`src/rtl/shiftadd_mult_pkg.sv`:
```
package shiftadd_mult_pkg;
  typedef enum logic [1:0] {
    ST_IDLE  = 2'b00,
    ST_CHECK = 2'b01,
    ST_SHIFT = 2'b10
  } ctl_state_t;
endpackage

```
`src/rtl/sam_controller.sv`:
```
module sam_controller
  import shiftadd_mult_pkg::*;
(
  input  logic clk,
  input  logic rst,
  input  logic go,
  input  logic last_iter,
  output logic in_idle,
  output logic in_check,
  output logic in_shift,
  output logic start
);
  logic [1:0] m_q;
  logic       d_m0, d_m1;

  // state decode
  assign in_idle  = (m_q == ST_IDLE);
  assign in_check = (m_q == ST_CHECK);
  assign in_shift = (m_q == ST_SHIFT);
  assign start    = in_idle & go;

  // next-state equations on the two encoded flip-flops
  assign d_m0 = start | (in_shift & ~last_iter);
  assign d_m1 = in_check;

  always_ff @(posedge clk) begin
    if (rst) m_q <= ST_IDLE;
    else     m_q <= {d_m1, d_m0};
  end

  assert_idle_go_R5: assert property (@(posedge clk) disable iff (rst)
    (in_idle && go) |=> (m_q == ST_CHECK));
  assert_check_to_shift_R5: assert property (@(posedge clk) disable iff (rst)
    in_check |=> (m_q == ST_SHIFT));
  assert_shift_exit_R5: assert property (@(posedge clk) disable iff (rst)
    (in_shift && last_iter) |=> (m_q == ST_IDLE));
  assert_shift_loop_R5: assert property (@(posedge clk) disable iff (rst)
    (in_shift && !last_iter) |=> (m_q == ST_CHECK));
endmodule

```
`src/rtl/sam_iter_counter.sv`:
```
module sam_iter_counter #(
  parameter int WIDTH = 8,
  localparam int CW = (WIDTH > 2) ? $clog2(WIDTH) : 1
) (
  input  logic clk,
  input  logic rst,
  input  logic start,
  input  logic step,
  output logic zero
);
  logic [CW-1:0] cnt_q;

  always_ff @(posedge clk) begin
    if (rst)        cnt_q <= '0;
    else if (start) cnt_q <= CW'(WIDTH - 1);
    else if (step)  cnt_q <= cnt_q - CW'(1);
  end

  assign zero = (cnt_q == '0);

  assert_count_init_R6: assert property (@(posedge clk) disable iff (rst)
    start |=> (cnt_q == CW'(WIDTH - 1)));
  assert_count_dec_R6: assert property (@(posedge clk) disable iff (rst)
    (step && !zero && !start) |=> (cnt_q == $past(cnt_q) - CW'(1)));
endmodule

```
`src/rtl/sam_datapath.sv`:
```
module sam_datapath #(
  parameter int WIDTH = 8
) (
  input  logic               clk,
  input  logic               rst,
  input  logic [WIDTH-1:0]   in_bus,
  input  logic               ld_mcand,
  input  logic               ld_mplier,
  input  logic               in_idle,
  input  logic               start,
  input  logic               in_check,
  input  logic               in_shift,
  output logic [2*WIDTH-1:0] product
);
  logic [WIDTH-1:0] b_q, a_q, q_q;
  logic             c_q;
  logic [WIDTH:0]   sum;
  logic             add_en;

  assign sum    = {1'b0, a_q} + {1'b0, b_q};
  assign add_en = in_check & q_q[0];

  always_ff @(posedge clk) begin
    if (rst) begin
      b_q <= '0;
      a_q <= '0;
      q_q <= '0;
      c_q <= 1'b0;
    end else begin
      if (in_idle && ld_mcand) b_q <= in_bus;
      if (in_idle && ld_mplier) q_q <= in_bus;
      if (start) begin
        a_q <= '0;
        c_q <= 1'b0;
      end else if (add_en) begin
        a_q <= sum[WIDTH-1:0];
        c_q <= sum[WIDTH];
      end else if (in_shift) begin
        a_q <= {c_q, a_q[WIDTH-1:1]};
        q_q <= {a_q[0], q_q[WIDTH-1:1]};
        c_q <= 1'b0;
      end
    end
  end

  assign product = {a_q, q_q};

  assert_shift_chain_R3: assert property (@(posedge clk) disable iff (rst)
    in_shift |=> (a_q[WIDTH-1] == $past(c_q)) && (q_q[WIDTH-1] == $past(a_q[0])) && !c_q);
  assert_mcand_hold_R2: assert property (@(posedge clk) disable iff (rst)
    !in_idle |=> $stable(b_q));
endmodule

```
`src/rtl/shiftadd_mult.sv`:
```
module shiftadd_mult #(
  parameter int WIDTH = 8
) (
  input  logic               clk,
  input  logic               rst,
  input  logic [WIDTH-1:0]   in_bus,
  input  logic               ld_mcand,
  input  logic               ld_mplier,
  input  logic               go,
  output logic               busy,
  output logic [2*WIDTH-1:0] product
);
  logic in_idle, in_check, in_shift, start, last_iter;

  sam_controller u_ctrl (
    .clk      (clk),
    .rst      (rst),
    .go       (go),
    .last_iter(last_iter),
    .in_idle  (in_idle),
    .in_check (in_check),
    .in_shift (in_shift),
    .start    (start)
  );

  sam_iter_counter #(.WIDTH(WIDTH)) u_cnt (
    .clk  (clk),
    .rst  (rst),
    .start(start),
    .step (in_shift),
    .zero (last_iter)
  );

  sam_datapath #(.WIDTH(WIDTH)) u_dp (
    .clk      (clk),
    .rst      (rst),
    .in_bus   (in_bus),
    .ld_mcand (ld_mcand),
    .ld_mplier(ld_mplier),
    .in_idle  (in_idle),
    .start    (start),
    .in_check (in_check),
    .in_shift (in_shift),
    .product  (product)
  );

  assign busy = ~in_idle;

  assert_reset_idle_R7: assert property (@(posedge clk)
    rst |=> (!busy && product == '0));
endmodule

```
`config.mk`:
```
export PLATFORM = sky130hd
export DESIGN_NAME = shiftadd_mult
export DESIGN_NICKNAME = d
export VERILOG_FILES = /design/src/rtl/shiftadd_mult_pkg.sv /design/src/rtl/sam_controller.sv /design/src/rtl/sam_iter_counter.sv /design/src/rtl/sam_datapath.sv /design/src/rtl/shiftadd_mult.sv
export SDC_FILE = /design/constraint.sdc
export NUM_CORES = 1
export LEC_CHECK = 0
export ABC_AREA = 1
export BUFFER_PORTS_ARGS = -buffer_cell sky130_fd_sc_hd__buf_2
export CELL_PAD_IN_SITES_DETAIL_PLACEMENT = 0
export CELL_PAD_IN_SITES_GLOBAL_PLACEMENT = 1
export CORE_MARGIN = 3
export CORE_UTILIZATION = 42
export DETAILED_ROUTE_END_ITERATION = 10
export PLACE_DENSITY_LB_ADDON = 0.3
export SYNTH_ARGS = -nofsm -noshare
export SYNTH_HDL_FRONTEND = slang
export SYNTH_SLANG_ARGS = --single-unit
```
`constraint.sdc`:
```
create_clock -name clk -period 4.7 [get_ports clk]
set_clock_uncertainty 0.1 [all_clocks]
set_input_delay 0.94 -clock clk [delete_from_list [all_inputs] [get_ports clk]]
set_output_delay 0.94 -clock clk [all_outputs]
set_load 0.005 [all_outputs]
```
==> Flow_metrics.wiki <==
{| class="wikitable"
! Metric !! Value
|-
| Outcome || finished clean
|-
| Die height || 69.1 um
|-
| Synth-to-Final Area Change || 14.3%
|-
| Number of setup buffers added after CTS || 0
|-
| Root Driver || clkbuf_8
|-
| Pin count of the biggest net entering global routing || 31
|-
| Hold_ws || between 0.3 and 0.4 ns
|-
| Number of antenna violations at the first check in global routing || 0
|-
| Post-layout net count || 291
|-
| Minimum clock period || 2.29 ns
|-
| Top-count cell post-synth || inv_1
|-
| Antenna-violating nets left || 0
|-
| Placeable core region || 3740 um2
|-
| Num rows || 22
|-
| Setup slack after placement || 2.71 ns
|-
| Relative slew slack || 61.8%
|-
| Setup tns final || 0 ns
|-
| Clock insertion delay at the later pin of the skew report || 0.28 ns
|-
| Final weighted congestion in routability-driven placement || 0.748
|-
| Final wirelength || 3570 um
|-
| Critical path start-end classification || register to output port
|-
| Dominant synthesized flop cell || dfxtp_1
|-
| Via count of the first global-routing pass || 1386
|-
| Leading cell types by total area after synthesis || dfxtp_1 (36%), inv_1 (9.0%), nand2_1 (7.9%)
|-
| First-pass GRT wire length || 6300 um
|-
| Mean routed wirelength per cell || 11.3 um
|-
| Area share of the largest cell type after synthesis || 35.9%
|-
| Synth top cells by count || inv_1 (40), nand2_1 (35), dfxtp_1 (30)
|-
| Number of levels in the clock H-tree || 2
|-
| Netlist area before placement || 1670 um2
|-
| Fraction of final layout cells sized beyond drive strength 1 || 16.5%
|-
| Critical path endpoint category || output port
|-
| Top Ports || 30
|-
| Non-Filler Instances || 315
|-
| Antenna cell count || 0
|-
| Area taken by flip-flops and latches || 601 um2
|-
| Required @ worst endpoint || roughly 3.7 ns
|-
| Clock input transition at the sequential cells of the worst setup and hold paths || 0.06 ns
|-
| Area of the multi-input gates || 863 um2
|-
| Power per unit of standard cell area || 296 nW/um2
|-
| Number of buffers created by CTS || 5
|-
| Number of resized instances in the post-cts repair step || 0
|-
| Hold crit path type || register to register
|-
| Utilization of the core after routing || 51.0%
|-
| Number of distinct library cell variants in the gate-level netlist after synthesis || 28
|-
| DRT iter0 DRCs || 64
|-
| Die Footprint || 4770 um2
|-
| First-pass iteration count of the detailed router || 4
|-
| CTS tree || done
|-
| RSZ-0062 raised after global routing || false
|-
| Static leakage power || 0.996 nW
|-
| Final Max Slew Viols || 0
|-
| Vias after detailed routing || ~1500
|-
| Initial standard-cell utilization of the core || ~45%
|-
| Port Buffer Count || 29
|-
| Total number of yosys warnings || 0
|-
| Period utilization || between 40% and 50%
|-
| Arrival time worst endpoint || 1.25 ns
|-
| Final count of negative-setup-slack endpoints || 0
|-
| Peak supply drop || between 0.00015 and 0.0002 V
|-
| Average vias per placed instance || 4.84
|-
| Share of the yosys chip area belonging to registers || 35.9%
|-
| Number of synthesized register bits || 30
|-
| Critical Path Start Type || register
|-
| Maximum buffer depth of the clock tree || 2
|-
| Number of cells after detailed placement || 308
|-
| CTS Hold Bufs || 0
|-
| Cell count after synthesis || roughly 240
|-
| Fmax || around 0.44 GHz
|-
| Global Route Usage Sum || between 10% and 20%
|-
| Max_cap viols || 0
|-
| DRC violation count after routing || 0
|-
| Worst Slack Setup Final || roughly 2.4 ns
|-
| Number of enable flip-flop cells after synthesis || 0
|-
| Maximum fanout along the worst path || 12
|-
| Synthesized net count || 261
|-
| Post-Syn Area per Cell || 7.05 um2
|-
| Remaining Overflow, GRT || 0
|-
| Filler cells || 412
|-
| Count of final hold-check violations || 0
|-
| FFs w/ async S/R, synth || 0%
|-
| Sum of net half-perimeters after detailed placement || 2780 um
|-
| Floorplan die width || 69.1 um
|-
| Leading area contributor after synthesis || dfxtp_1
|-
| Worst Max-Slew Pin Slew || 0.571 ns
|-
| Sink count of the clock tree || 30
|}
==> registers in the layout, indices dropped and copies added, names as in the netlist <==
register,flops
u_cnt.cnt_q,3
u_ctrl.m_q,2
u_dp.a_q,8
u_dp.b_q,8
u_dp.c_q,1
u_dp.q_q,8
==> critical path: stages, from the launching register on <==
cell and delay [ns]:
dfxtp_1 0.34, nor2_2 0.42, inv_1 0.07, buf_2 0.14
==> metal layers <==
| layer | track usage [%] | up-vias | share of wire [%] |
|---|---|---|---|
| met2 | 23.5 | 25 | 42 |
| li1 | - | 828 | - |
| met1 | 22.8 | 664 | 52 |
| met5 | 0 | - | 0 |
| met4 | 6.29 | 0 | 1.8 |
| met3 | 3.79 | 9 | 3.7 |
==> cells in the final DEF, fill, tap and decap left out <==
cell type,instances
o211ai_1,8
o21ai_1,1
inv_2,4
ha_1,10
and2_1,1
nor3_1,1
clkbuf_1,2
clkbuf_8,5
a21oi_1,13
nand3b_1,2
nor3b_1,1
buf_2,29
or2_1,2
dfxtp_1,30
o21a_1,2
o21ai_0,17
nor2_2,2
o22ai_1,6
nand3_1,25
nand2_1,35
nand2_2,2
nand2_4,2
fa_1,1
or2_0,1
nor2_1,25
inv_1,40
==> power breakdown <==
group          total (mW)  internal, mW  switching [mW]
clock               0.192         0.102          0.0900
combinational      0.0900        0.0359          0.0541
sequential          0.283         0.271          0.0117
==> cell families (layout without fill, tap and decap cells) <==
family | Yosys count | count (layout) | synth area share, %
buffers and inverters | 50 | 80 | 12.4
adders and majority gates | 11 | 11 | 8.68
AOI/OAI and AO/OA | 47 | 47 | 16.0
DFF | 30 | 30 | 35.9
and+or+nand+nor | 99 | 99 | 26.9
==> per-stage QoR <==
stage | total power, mW | instance area (um2)
2_1_floorplan | 0.353 | 1670
3_3_place_gp | 0.379 | 1830
3_5_place_dp | 0.380 | 1830
4_1_cts | 0.573 | 1910
5_1_grt | 0.600 | 1910
6_report | 0.565 | 1910
==> final timing paths <==
path / startpoint / end / slack [ns] / cells after the start
min: u_dp.c_q$_SDFFE_PP0P_ / u_dp.c_q$_SDFFE_PP0P_ / 0.36 / 2
max reg2reg: u_dp.a_q[0]$_SDFFE_PP0P_ / u_dp.a_q[6]$_SDFFE_PP0P_ / 2.85 / 10
min reg2reg: u_dp.c_q$_SDFFE_PP0P_ / u_dp.c_q$_SDFFE_PP0P_ / 0.36 / 2
max: u_ctrl.m_q[1]$_SDFF_PP0_ / busy / 2.41 / 3
==> cell type report <==
cell class,count,share of cell area (%)
tap,48,3.14
clock buffer,7,3.99
timing repair buffer,29,7.60
inverter,44,8.64
sequential,30,31.4
multi-input combinational,157,45.2
Power figures use the tool's default switching activity.
